### src/rtl/tiler_pkg.sv
package tiler_pkg;

  // Walk phases, numbered in issue order.
  typedef enum logic [2:0] {
    PH_NONE  = 3'd0,
    PH_INNER = 3'd1,
    PH_TOP   = 3'd2,
    PH_BOT   = 3'd3,
    PH_LEFT  = 3'd4,
    PH_RIGHT = 3'd5,
    PH_FLAT  = 3'd6,
    PH_SPARE = 3'd7
  } phase_e;

  localparam int NPH = 8;

  // First phase after cur whose region is available; PH_NONE if none.
  function automatic logic [2:0] first_after(input logic [2:0] cur,
                                             input logic [NPH-1:0] avail);
    logic [2:0] r;
    r = 3'd0;
    for (int i = NPH - 1; i >= 1; i--) begin
      if (i > int'(cur) && avail[i]) r = 3'(i);
    end
    return r;
  endfunction

endpackage

### src/rtl/utile_geom.sv
module utile_geom (
  input  logic [2:0] bpp_code,
  output logic [1:0] log_w,
  output logic [1:0] log_h,
  output logic [2:0] log_b
);
  always_comb begin
    case (bpp_code)
      3'd0:    begin log_w = 2'd3; log_h = 2'd3; log_b = 3'd0; end
      3'd1:    begin log_w = 2'd3; log_h = 2'd2; log_b = 3'd1; end
      3'd2:    begin log_w = 2'd2; log_h = 2'd2; log_b = 3'd2; end
      3'd3:    begin log_w = 2'd2; log_h = 2'd1; log_b = 3'd3; end
      default: begin log_w = 2'd1; log_h = 2'd1; log_b = 3'd4; end
    endcase
  end
endmodule

### src/rtl/rect_splitter.sv
module rect_splitter import tiler_pkg::*; #(
  parameter int XW = 13
) (
  input  logic [XW-1:0]          x1,
  input  logic [XW-1:0]          y1,
  input  logic [XW-1:0]          x2,
  input  logic [XW-1:0]          y2,
  input  logic [1:0]             log_w,
  input  logic [1:0]             log_h,
  output logic                   fallback,
  output logic [NPH-1:0][XW-1:0] xs,
  output logic [NPH-1:0][XW-1:0] xe,
  output logic [NPH-1:0][XW-1:0] ys,
  output logic [NPH-1:0][XW-1:0] ye,
  output logic [NPH-1:0]         avail
);
  logic [XW-1:0] mw, mh, ax1, ax2, ay1, ay2;

  assign mw  = ~({XW{1'b1}} << log_w);
  assign mh  = ~({XW{1'b1}} << log_h);
  assign ax1 = (x1 + mw) & ~mw;
  assign ay1 = (y1 + mh) & ~mh;
  assign ax2 = x2 & ~mw;
  assign ay2 = y2 & ~mh;
  assign fallback = (ax2 <= ax1) || (ay2 <= ay1);

  always_comb begin
    xs = '0; xe = '0; ys = '0; ye = '0;
    xs[PH_INNER] = ax1; xe[PH_INNER] = ax2; ys[PH_INNER] = ay1; ye[PH_INNER] = ay2;
    xs[PH_TOP]   = x1;  xe[PH_TOP]   = x2;  ys[PH_TOP]   = y1;  ye[PH_TOP]   = ay1;
    xs[PH_BOT]   = x1;  xe[PH_BOT]   = x2;  ys[PH_BOT]   = ay2; ye[PH_BOT]   = y2;
    xs[PH_LEFT]  = x1;  xe[PH_LEFT]  = ax1; ys[PH_LEFT]  = ay1; ye[PH_LEFT]  = ay2;
    xs[PH_RIGHT] = ax2; xe[PH_RIGHT] = x2;  ys[PH_RIGHT] = ay1; ye[PH_RIGHT] = ay2;
    xs[PH_FLAT]  = x1;  xe[PH_FLAT]  = x2;  ys[PH_FLAT]  = y1;  ye[PH_FLAT]  = y2;
  end

  for (genvar p = 0; p < NPH; p++) begin : g_avail
    if (p == int'(PH_FLAT)) begin : g_flat
      assign avail[p] = fallback && (xe[p] > xs[p]) && (ye[p] > ys[p]);
    end else if (p >= int'(PH_INNER) && p <= int'(PH_RIGHT)) begin : g_split
      assign avail[p] = !fallback && (xe[p] > xs[p]) && (ye[p] > ys[p]);
    end else begin : g_unused
      assign avail[p] = 1'b0;
    end
  end
endmodule

### src/rtl/lin_offset.sv
module lin_offset #(
  parameter int XW = 13,
  parameter int SW = 16,
  parameter int OW = XW + SW + 1
) (
  input  logic [XW-1:0] tx,
  input  logic [XW-1:0] ty,
  input  logic [XW-1:0] x0,
  input  logic [XW-1:0] y0,
  input  logic [SW-1:0] stride,
  input  logic [2:0]    log_b,
  output logic [OW-1:0] off
);
  logic [XW-1:0] dx, dy;
  assign dx  = tx - x0;
  assign dy  = ty - y0;
  assign off = (OW'(dy) * OW'(stride)) + (OW'(dx) << log_b);
endmodule

### src/rtl/tiled_xfer_seq.sv
module tiled_xfer_seq import tiler_pkg::*; #(
  parameter int CW = 12,
  parameter int SW = 16,
  localparam int XW = CW + 1,
  localparam int OW = XW + SW + 1
) (
  input  logic          clk,
  input  logic          rst,
  input  logic          start_valid,
  output logic          start_ready,
  input  logic [CW-1:0] rect_x,
  input  logic [CW-1:0] rect_y,
  input  logic [CW-1:0] rect_w,
  input  logic [CW-1:0] rect_h,
  input  logic [2:0]    bpp_code,
  input  logic          dir_load,
  input  logic [SW-1:0] lin_stride,
  output logic          cmd_valid,
  input  logic          cmd_ready,
  output logic          cmd_whole,
  output logic          cmd_load,
  output logic [XW-1:0] cmd_tx,
  output logic [XW-1:0] cmd_ty,
  output logic [OW-1:0] cmd_lin_off,
  output logic          done
);
  // Latched request
  logic          busy;
  logic [XW-1:0] r_x, r_y, r_x2, r_y2;
  logic [2:0]    r_code;
  logic          r_load;
  logic [SW-1:0] r_stride;
  logic [2:0]    phase;

  logic [1:0] log_w, log_h;
  logic [2:0] log_b;
  logic       fallback;
  logic [NPH-1:0][XW-1:0] xs, xe, ys, ye;
  logic [NPH-1:0] avail;

  utile_geom u_geom (
    .bpp_code (r_code),
    .log_w    (log_w),
    .log_h    (log_h),
    .log_b    (log_b)
  );

  rect_splitter #(.XW(XW)) u_split (
    .x1       (r_x),
    .y1       (r_y),
    .x2       (r_x2),
    .y2       (r_y2),
    .log_w    (log_w),
    .log_h    (log_h),
    .fallback (fallback),
    .xs       (xs),
    .xe       (xe),
    .ys       (ys),
    .ye       (ye),
    .avail    (avail)
  );

  // Next-command computation
  logic [XW:0]   adv_x, adv_y;
  logic          stay;
  logic [2:0]    base_ph, np, n_phase;
  logic [XW-1:0] n_tx, n_ty;
  logic [OW-1:0] n_off;
  logic          have_next;

  always_comb begin
    if (phase == PH_INNER) begin
      adv_x = {1'b0, cmd_tx} + ((XW+1)'(1) << log_w);
      adv_y = {1'b0, cmd_ty} + ((XW+1)'(1) << log_h);
    end else begin
      adv_x = {1'b0, cmd_tx} + (XW+1)'(1);
      adv_y = {1'b0, cmd_ty} + (XW+1)'(1);
    end
    base_ph = cmd_valid ? phase : 3'(PH_NONE);
    np      = first_after(base_ph, avail);
    stay    = 1'b0;
    n_tx    = xs[np];
    n_ty    = ys[np];
    n_phase = np;
    if (cmd_valid) begin
      if (adv_x < {1'b0, xe[phase]}) begin
        stay = 1'b1; n_tx = adv_x[XW-1:0]; n_ty = cmd_ty;  n_phase = phase;
      end else if (adv_y < {1'b0, ye[phase]}) begin
        stay = 1'b1; n_tx = xs[phase];     n_ty = adv_y[XW-1:0]; n_phase = phase;
      end
    end
    have_next = stay || (np != 3'(PH_NONE));
  end

  lin_offset #(.XW(XW), .SW(SW), .OW(OW)) u_off (
    .tx     (n_tx),
    .ty     (n_ty),
    .x0     (r_x),
    .y0     (r_y),
    .stride (r_stride),
    .log_b  (log_b),
    .off    (n_off)
  );

  assign start_ready = !busy;
  assign cmd_load    = r_load;

  always_ff @(posedge clk) begin
    if (rst) begin
      busy        <= 1'b0;
      cmd_valid   <= 1'b0;
      done        <= 1'b0;
      phase       <= 3'(PH_NONE);
      r_x         <= '0;
      r_y         <= '0;
      r_x2        <= '0;
      r_y2        <= '0;
      r_code      <= '0;
      r_load      <= 1'b0;
      r_stride    <= '0;
      cmd_whole   <= 1'b0;
      cmd_tx      <= '0;
      cmd_ty      <= '0;
      cmd_lin_off <= '0;
    end else begin
      done <= 1'b0;
      if (!busy) begin
        if (start_valid) begin
          busy     <= 1'b1;
          r_x      <= XW'(rect_x);
          r_y      <= XW'(rect_y);
          r_x2     <= XW'(rect_x) + XW'(rect_w);
          r_y2     <= XW'(rect_y) + XW'(rect_h);
          r_code   <= bpp_code;
          r_load   <= dir_load;
          r_stride <= lin_stride;
        end
      end else if (!cmd_valid || cmd_ready) begin
        if (have_next) begin
          cmd_valid   <= 1'b1;
          phase       <= n_phase;
          cmd_whole   <= (n_phase == 3'(PH_INNER));
          cmd_tx      <= n_tx;
          cmd_ty      <= n_ty;
          cmd_lin_off <= n_off;
        end else begin
          cmd_valid <= 1'b0;
          busy      <= 1'b0;
          done      <= 1'b1;
          phase     <= 3'(PH_NONE);
        end
      end
    end
  end
endmodule

### config.mk
export PLATFORM = sky130hd
export DESIGN_NAME = tiled_xfer_seq
export DESIGN_NICKNAME = d
export VERILOG_FILES = /design/src/rtl/tiler_pkg.sv /design/src/rtl/utile_geom.sv /design/src/rtl/rect_splitter.sv /design/src/rtl/lin_offset.sv /design/src/rtl/tiled_xfer_seq.sv
export SDC_FILE = /design/constraint.sdc
export NUM_CORES = 1
export LEC_CHECK = 0
export ABC_CLOCK_PERIOD_IN_PS = 18100
export BUFFER_PORTS_ARGS = -buffer_cell sky130_fd_sc_hd__buf_2
export CORE_ASPECT_RATIO = 0.8
export CORE_MARGIN = 3
export CORE_UTILIZATION = 50
export CTS_BUF_LIST = sky130_fd_sc_hd__clkbuf_4
export DETAILED_ROUTE_END_ITERATION = 10
export HOLD_SLACK_MARGIN = 0.08
export MAX_ROUTING_LAYER = met4
export PLACE_DENSITY = 0.67
export SLEW_MARGIN = 25
export SYNTH_ARGS = -nofsm -noshare
export SYNTH_HDL_FRONTEND = slang
export SYNTH_HIERARCHICAL = 1
export SYNTH_SLANG_ARGS = --single-unit
export TNS_END_PERCENT = 20
### constraint.sdc
create_clock -name clk -period 18.1 [get_ports clk]
set_input_delay 1.81 -clock clk [delete_from_list [all_inputs] [get_ports clk]]
set_output_delay 1.81 -clock clk [all_outputs]
set_load 0.03 [all_outputs]
======== Yosys cells after proc, flatten, opt, wreduce, memory -nomap -nowiden ========
Cells that the tools add are included.
operators by class
  add/subtract/negate cells ............... 11
  $mul .................................... 1
  $lt $le $gt $ge ......................... 20
  equality and inequality tests ........... 5
  shift-type cells ........................ 5
  multiplexer cells ....................... 40
  bitwise gates (word level) .............. 10
  reductions and logical operators ........ 32
operator list
  operator                                                             number
  13-bit binary-select mux with 3-bit select                           5
  13-bit two-way mux                                                   11
  13-bit AND                                                           4
  13-bit by 12-bit > comparator with 1-bit output                      4
  13-bit > comparator                                                  4
  13-bit NOT                                                           4
  3-bit two-way mux                                                    11
  29-bit by 30-bit adder with 30-bit output                            1
  13-bit by 3-bit left shift with 30-bit output                        1
  13-bit by 16-bit multiplier with 29-bit output                       1
  13-bit by 1-bit adder with 14-bit output, second input constant      2
  13-bit by 14-bit adder with 14-bit output                            2
  14-bit by 13-bit < comparator with 1-bit output                      2
  14-bit two-way mux                                                   2
  1-bit by 2-bit left shift with 14-bit output, first input constant   2
  12-bit by 12-bit adder with 13-bit output                            2
  12-bit by 13-bit adder with 13-bit output                            2
  13-bit <= comparator                                                 2
  13-bit by 2-bit left shift with 13-bit output, first input constant  2
  13-bit by 12-bit subtractor with 13-bit output                       2
  1-bit logical AND                                                    17
  3-bit case mux with 4 select lines                                   1
  3-bit by 1-bit == test with 1-bit output, second input constant      3
  3-bit > comparator, first input constant                             3
  other kinds (15)                                                     34
word-level totals
  bits in registers ....................... 133
  bits of input ports ..................... 72
  output and inout bits ................... 61
  logic and storage cells ................. 139

======== Longest topological paths before layout ========
Gate-level depths: netlist of the first run.
  word-level depth ........................ 26
  gate-level depth with buffers ........... 62
  mapped depth without buffers ............ 59

======== By module ========
The synthesis of the first run kept the hierarchy.
modules (own cells, without submodules)
  module          instances  cells an instance  area an instance (sq um)  seq. area each (sq um)
  tiled_xfer_seq  1          1415               11583.6                   2662.6
  lin_offset      1          1170               9699.3                    0.0
  rect_splitter   1          764                5554.1                    0.0
  utile_geom      1          8                  43.8                      0.0

======== Worst setup path before layout of the first run ========
OpenSTA, ideal clock, no wires.
  path type ............................... reg-to-reg
  start point ............................. register r_code[2]
  end point ............................... register cmd_lin_off[28]
  setup time .............................. 0.070 ns
  arrival time ............................ 12.427 ns
  data required time ...................... 18.030 ns
  slack ................................... 5.602 ns
  stages on the path, launching flop included .. 58
  buffers on the path ..................... 4
  period minus slack after synthesis ...... 12.498 ns
  cell sequence ........................... dfxtp_1 a21oi_1 buf_2 o21ai_0 fa_1 nor2b_1 nor2_1 nor4_1 nand2_1 xnor2_1 inv_1 ha_1 nand3_1 nor2_1 o221ai_1 a21oi_1 o22ai_2 a211oi_1 [... 22 more ...] fa_1 inv_1 fa_1 fa_1 inv_1 fa_1 inv_1 fa_1 inv_1 ha_1 and3_1 a21oi_1 o21ai_0 a22oi_1 a211oi_1 o311ai_0 nand2_1 a21oi_1
RTL lines
  element                 line                   RTL
  start, declared         tiled_xfer_seq.sv:30   logic [2:0] r_code;
  start signal, assigned  tiled_xfer_seq.sv:134  r_code <= bpp_code;
  end signal, assigned    tiled_xfer_seq.sv:145  cmd_lin_off <= n_off;
  end, declared           tiled_xfer_seq.sv:24   output logic [OW-1:0] cmd_lin_off,

======== Final worst setup path of the first run ========
  start point ............................. register r_code[2]
  end point ............................... register cmd_lin_off[28]
on the way
  elaborated cells between the ends (all ways) .. 90
  classes of those cells .................. 7 x add/sub; 1 x mul; 10 x order compare; 3 x eq/ne; 5 x shift; 30 x mux; 8 x bitwise; 26 x reduce/logical
RTL lines
  element                                                                         line                                      RTL
  3-bit by 2-bit == test with 1-bit output, or another cell as far along          utile_geom.sv:8                           case (bpp_code)
  2-bit OR reduction (no source line)                                             --
  2-bit case mux with 2 select lines *                                            utile_geom.sv:8
  net log_w[1]                                                                    tiled_xfer_seq.sv:35                      logic [1:0] log_w, log_h;
  13-bit by 2-bit left shift with 13-bit output *                                 rect_splitter.sv:19                       assign mw = ~({XW{1'b1}} << log_w);
  13-bit NOT *                                                                    rect_splitter.sv:19
  12-bit by 13-bit adder with 13-bit output / 13-bit NOT (equally long branches)  rect_splitter.sv:21, rect_splitter.sv:23
  13-bit AND (on tied branches)                                                   rect_splitter.sv:21, rect_splitter.sv:23
  [... 5 more ...]                                                                --
  net avail[1]                                                                    tiled_xfer_seq.sv:39                      logic [NPH-1:0] avail;
  [... 4 more ...]                                                                --
  13-bit two-way mux                                                              tiled_xfer_seq.sv:88                      end else if (adv_y < {1'b0, ye[phase]}) begin
  13-bit two-way mux                                                              tiled_xfer_seq.sv:86                      if (adv_x < {1'b0, xe[phase]}) begin
  13-bit two-way mux *                                                            tiled_xfer_seq.sv:85                      if (cmd_valid) begin
  net n_ty[0]                                                                     tiled_xfer_seq.sv:67                      logic [XW-1:0] n_tx, n_ty;
  13-bit by 12-bit subtractor with 13-bit output *                                lin_offset.sv:16                          assign dy = ty - y0;
  13-bit by 16-bit multiplier with 29-bit output *                                lin_offset.sv:17                          assign off = (OW'(dy) * OW'(stride)) + (OW'(dx) << log_b);
  29-bit by 30-bit adder with 30-bit output *                                     lin_offset.sv:17
  net n_off[28]                                                                   tiled_xfer_seq.sv:68                      logic [OW-1:0] n_off;
Mark *: on every way through the listed nets, which the timed path passes. The rest lies on a longest branch. The select of a mux whose other input is x is not followed.
A chain may end at the register's enable or synchronous reset.

==> summary.md, run 1 <==
### Timing
- setup total negative slack: 0 ns
- transition time at the pin with the least slew margin: 1.10 ns
- count of final max-slew check failures: 0
- max frequency: 64.7 MHz
- final setup skew: 0.0404 ns
- clock period minus final worst setup slack: 15.47 ns
- setup violation total in the final timing report: 0
- relative slew slack: 0.268
- setup repair after global routing missed its margin: false
- post-route clock period utilization: 0.855
- final hold vios: 0
- smallest hold slack: 0.459 ns

### Clock network
- buffer levels on the longest clock path: 2
- number of H-tree levels: 4
- count of buffers added by post-CTS timing repair for setup: 0
- hold_buf cts: 0
- clock latency on the worst-skew pair: 0.69 ns
- register clock-pin slew on the reported worst setup and hold paths: 0.16 ns
- CTS Sinks: 133
- CTS tree: done
- number of CTS-inserted buffers: 17
- post-CTS sizing: 0
- clock root buffer master: clkbuf_4

### Global route
- global-route wire length before repair: 116000 µm
- pin count of the biggest net entering global routing: 86
- via count of the first global-routing pass: 20543
- number of antenna violations at the first check in global routing: 2
- Overflow after GRT: 0
- total routing usage reported by global routing: 0.270

### Cells and area
- design area: 25900 µm²
- area added between synthesis and finish: -3.45%
- layout cell share with drive strength beyond 1: 0.116
- Final nets: 3611

### Setup path
- critical path startpoint category: flop
- maximum fanout count along the critical path: 27
- data arrival time at the worst-slack endpoint: 16.08 ns
- worst setup path class: reg2reg
- Max stage delay on crit path: 0.92 ns
- slowest cell on the critical path: dfxtp_1
- sort of element at the end of the critical path: flop
- critical path's most frequent cell: fa_1
- required time at the worst-slack endpoint: 18.71 ns

### Route
- routed wire length: 73500 µm
- first drt pass iteration count: 8
- detailed-route via count: 21757
- DR DRC count: 0
- ANT nets after route: 0
- drt wl/cell: 19.2 µm
- routed vias/inst: 5.67
- Iteration-0 DRC Markers: 2200

### Die
- Chip Width: 265 µm
- Core Area: 52700 µm²
- chip height: 213 µm
- I/O pin total: 133
- Initial Util: 0.509
- floorplan die area: 56600 µm²
- floorplan row count: 75

### Placement
- Port Buffers: 132
- Post-DP Area: 25600 µm²
- dpl hpwl: 57600 µm
- routability congestion estimate from global placement: 0.920

### Power
- static power due to leakage: 11.7 nW
- power per standard cell area: 160 nW/µm²
- worst voltage drop across the vdd grid: 0.188 mV
- total power: 4.14 mW

### Job
- total of max-cap violations: 0

### Hold path
- type of the most critical hold path: reg2reg

### Yosys
- post-synthesis cell count: 3355
- Post-Synthesis Mean Instance Area: 8.01 µm²
- netlist area before placement: 26900 µm²
- Warnings, synthesis: 6

### Status
- outcome: complete, no violations

-- metal layers --
layer | part of all wire | GRT usage
met1 | 0.47 | 0.389
met2 | 0.40 | 0.378
met3 | 0.11 | 0.0734
met4 | 0.017 | 0.0528
met5 | 0 | -
-- sequential cells by signal, indices dropped and copies added (netlist names) --
signal,cells
busy,1
cmd_lin_off,30
cmd_load,1
cmd_tx,13
cmd_ty,13
cmd_valid,1
cmd_whole,1
done,1
phase,3
r_code,3
r_stride,16
r_x,12
r_x2,13
r_y,12
r_y2,13
-- cell type report --
type                            count  area [µm²]
Timing Repair Buffer              171         963
Sequential cell                   133        2670
Clock buffer                       17         128
Multi-Input combinational cell   2464       19900
Fill cell                        5219       26800
Clock inverter                     15         158
Inverter                          340        1280
Antenna cell                        2        5.00
Tap cell                          693         867
-- worst paths after layout --
kind,slack [ns],cells past startpoint,start,endpoint
worst max-delay path,2.63,54,r_code[2],cmd_lin_off[28]
worst min-delay path,0.46,2,cmd_lin_off[5],cmd_lin_off[5]
worst max register to register,2.63,54,r_code[2],cmd_lin_off[28]
worst min register to register,0.46,2,cmd_lin_off[5],cmd_lin_off[5]
-- critical path, delay by kind of cell (launching register included) --
kind	cells	cell delay, ns
AOI/OAI and AO/OA	19	4.84
xor gates and xnor gates	1	0.42
adders and majority gates	11	4.81
buffers and inverters	7	1.18
DFF	1	0.92
muxes	1	0.22
and+or+nand+nor	15	2.96
-- cells in the final DEF, fill, tap and decap left out, drive strengths merged, types with 17 or more instances in the layout --
cell type and n:
o21a 23, xor2 38, mux4 80, a21oi 239, a211oi 34, ha 233
nand4 17, nand3 68, mux2i 103, conb 118, dfxtp 133, nor2 136
o21ai 78, o211ai 29, fa 179, nor3 41, clkbuf 17, xnor2 59
nand2b 48, inv 347, a21o 28, nand2 499, mux2 30, buf 171
nor2b 50, a311oi 23, and2 74
-- metrics by stage --
| step | worst slack, ns | instances | utilization |
|---|---|---|---|
| 3_3_place_gp | 3.19 | 3800 | 0.486 |
| 5_1_grt | 1.61 | 3835 | 0.492 |
| 3_5_place_dp | 2.96 | 3800 | 0.486 |
| 6_report | 2.63 | 3835 | 0.492 |
| 2_1_floorplan | 5.60 | 3471 | - |
| 4_1_cts | 2.85 | 3832 | 0.492 |
-- power breakdown --
group / total, mW / switching (mW) / internal, mW
Clock: 0.230 / 0.156 / 0.0745
Sequential: 0.404 / 0.0737 / 0.330
Combinational: 3.51 / 2.14 / 1.37
Note: power is estimated with default switching activity, not from simulation.
==> inputs of run 2 (changes only) <==
--- a/config.mk
+++ b/config.mk
@@ -9,12 +9,11 @@
 export BUFFER_PORTS_ARGS = -buffer_cell sky130_fd_sc_hd__buf_2
 export CORE_ASPECT_RATIO = 0.8
 export CORE_MARGIN = 3
-export CORE_UTILIZATION = 50
+export CORE_UTILIZATION = 40
 export CTS_BUF_LIST = sky130_fd_sc_hd__clkbuf_4
 export DETAILED_ROUTE_END_ITERATION = 10
 export HOLD_SLACK_MARGIN = 0.08
 export MAX_ROUTING_LAYER = met4
-export PLACE_DENSITY = 0.67
 export SLEW_MARGIN = 25
 export SYNTH_ARGS = -nofsm -noshare
 export SYNTH_HDL_FRONTEND = slang
==> summary.md, run 2 (synthesized netlist as in run 1, its figures left out) <==
### Timing
- setup total negative slack: 0 ns, unchanged
- transition time at the pin with the least slew margin: 1.12 ns, +0.0227 ns
- relative slew slack: 0.251, -0.0166
- final hold vios: 0, unchanged
- final setup skew: 0.0460 ns, +0.00558 ns
- count of final max-slew check failures: 0, unchanged
- clock period minus final worst setup slack: 15.70 ns, +0.229 ns
- smallest hold slack: 0.462 ns, +0.00293 ns
- max frequency: 63.7 MHz, -1.5%
- post-route clock period utilization: 0.867, +0.0127
- final worst slack: 2.40 ns, -0.229 ns
- setup repair after global routing missed its margin: false
- setup violation total in the final timing report: 0, unchanged

### Setup path
- Max stage delay on crit path: 0.95 ns, +0.03 ns
- critical path's most frequent cell: fa_1
- slowest cell on the critical path: dfxtp_1
- required time at the worst-slack endpoint: 18.75 ns, +0.04 ns
- data arrival time at the worst-slack endpoint: 16.35 ns, +0.27 ns
- maximum fanout count along the critical path: 27, unchanged
- sort of element at the end of the critical path: flop
- worst setup path class: reg2reg
- critical path startpoint category: flop

### Clock network
- number of CTS-inserted buffers: 17, unchanged
- CTS tree: done
- hold_buf cts: 0, unchanged
- register clock-pin slew on the reported worst setup and hold paths: 0.14 ns, -0.02 ns
- buffer levels on the longest clock path: 2, unchanged
- clock root buffer master: clkbuf_4
- count of buffers added by post-CTS timing repair for setup: 0, unchanged
- clock latency on the worst-skew pair: 0.74 ns, +0.05 ns
- number of H-tree levels: 4, unchanged
- CTS Sinks: 133, unchanged
- post-CTS sizing: 0, unchanged

### Placement
- Port Buffers: 132, unchanged
- Post-DP Area: 25800 µm², +0.64%
- routability congestion estimate from global placement: 0.943, +2.5%
- dpl hpwl: 61100 µm, +6.0%
- pre-CTS worst setup slack: 2.66 ns, -0.295 ns
- cell total after placement: 3959, +4.2%

### Route
- first drt pass iteration count: 7, -1
- routed wire length: 77500 µm, +5.5%
- ANT nets after route: 0, unchanged
- routed vias/inst: 5.43, -4.2%
- DR DRC count: 0, unchanged
- Iteration-0 DRC Markers: 1851, -16%
- detailed-route via count: 21721, -0.17%
- drt wl/cell: 19.4 µm, +1.3%

### Cells and area
- register with the highest flop count: cmd_lin_off
- area added between synthesis and finish: -2.83%
- flip-flop count of the largest register after layout: 30, unchanged
- registers with the highest flip-flop counts: cmd_lin_off (30), r_stride (16)
- core occupancy in the finished layout: 0.395, -0.0970
- layout cell share with drive strength beyond 1: 0.114, -0.00190
- commonest cells after routing, fill and taps aside: nand2_1, inv_1, a21oi_1, ha_1, fa_1
- post-layout instance count excluding filler cells: 3997, +4.2%
- design area: 26100 µm², +0.65%
- most common library cell in the layout ignoring fill and taps: nand2_1
- Final nets: 3602, -0.25%

### Global route
- total routing usage reported by global routing: 0.229, -0.0406
- Overflow after GRT: 0, unchanged
- via count of the first global-routing pass: 20592, +0.24%
- global-route wire length before repair: 121000 µm, +4.3%
- number of antenna violations at the first check in global routing: 2, unchanged
- pin count of the biggest net entering global routing: 76, -12%

### Die
- I/O pin total: 133, unchanged
- Chip Width: 296 µm, +12%
- Core Area: 66100 µm², +25%
- Initial Util: 0.406, -0.103
- floorplan die area: 70300 µm², +24%
- chip height: 238 µm, +11%
- floorplan row count: 84, +12%

### Power
- static power due to leakage: 11.7 nW, -0.39%
- worst voltage drop across the vdd grid: 0.220 mV, +17%
- total power: 4.16 mW, +0.53%
- power per standard cell area: 160 nW/µm², -0.12%

### Job
- total of max-cap violations: 0, unchanged

### Hold path
- type of the most critical hold path: reg2reg

### Status
- outcome: complete, no violations

==> run 2: metal layers <==
layer,share of wire,GRT usage,up-vias
met5,0,-,-
met4,0.018,0.0469,0
met3,0.090,0.0531,70
met2,0.39,0.307,860
met1,0.50,0.346,10314
li1,-,-,10477
==> run 2: path summary, 6_finish.rpt <==
path | slack [ns] | cells after the start | to | from
worst max-delay path | 2.40 | 54 | cmd_lin_off[28] | r_code[2]
worst max register to register | 2.40 | 54 | cmd_lin_off[28] | r_code[2]
worst min-delay path | 0.46 | 2 | cmd_lin_off[8] | cmd_lin_off[8]
worst min register to register | 0.46 | 2 | cmd_lin_off[8] | cmd_lin_off[8]
==> run 2: cell type report <==
class	instances	area, µm²
Fill cell	6820	40000
Tap cell	860	1080
Clock inverter	14	139
Timing Repair Buffer	162	888
Sequential cell	133	2670
Inverter	340	1280
Antenna cell	6	15.0
Multi-Input combinational cell	2464	19900
Clock buffer	18	135
==> run 2: critical path: cells and delay by family (launching register included) <==
kind / cells / cell delay, ns
buffers and inverters: 8 / 0.92
and+or+nand+nor: 16 / 3.61
AOI/OAI and AO/OA: 18 / 4.76
muxes: 1 / 0.44
xor gates and xnor gates: 1 / 0.36
DFF: 1 / 0.95
adders and majority gates: 10 / 4.59
==> run 2: power by group <==
part	switching [mW]	internal (mW)
registers	0.0812	0.330
logic	2.15	1.37
clock network	0.151	0.0730
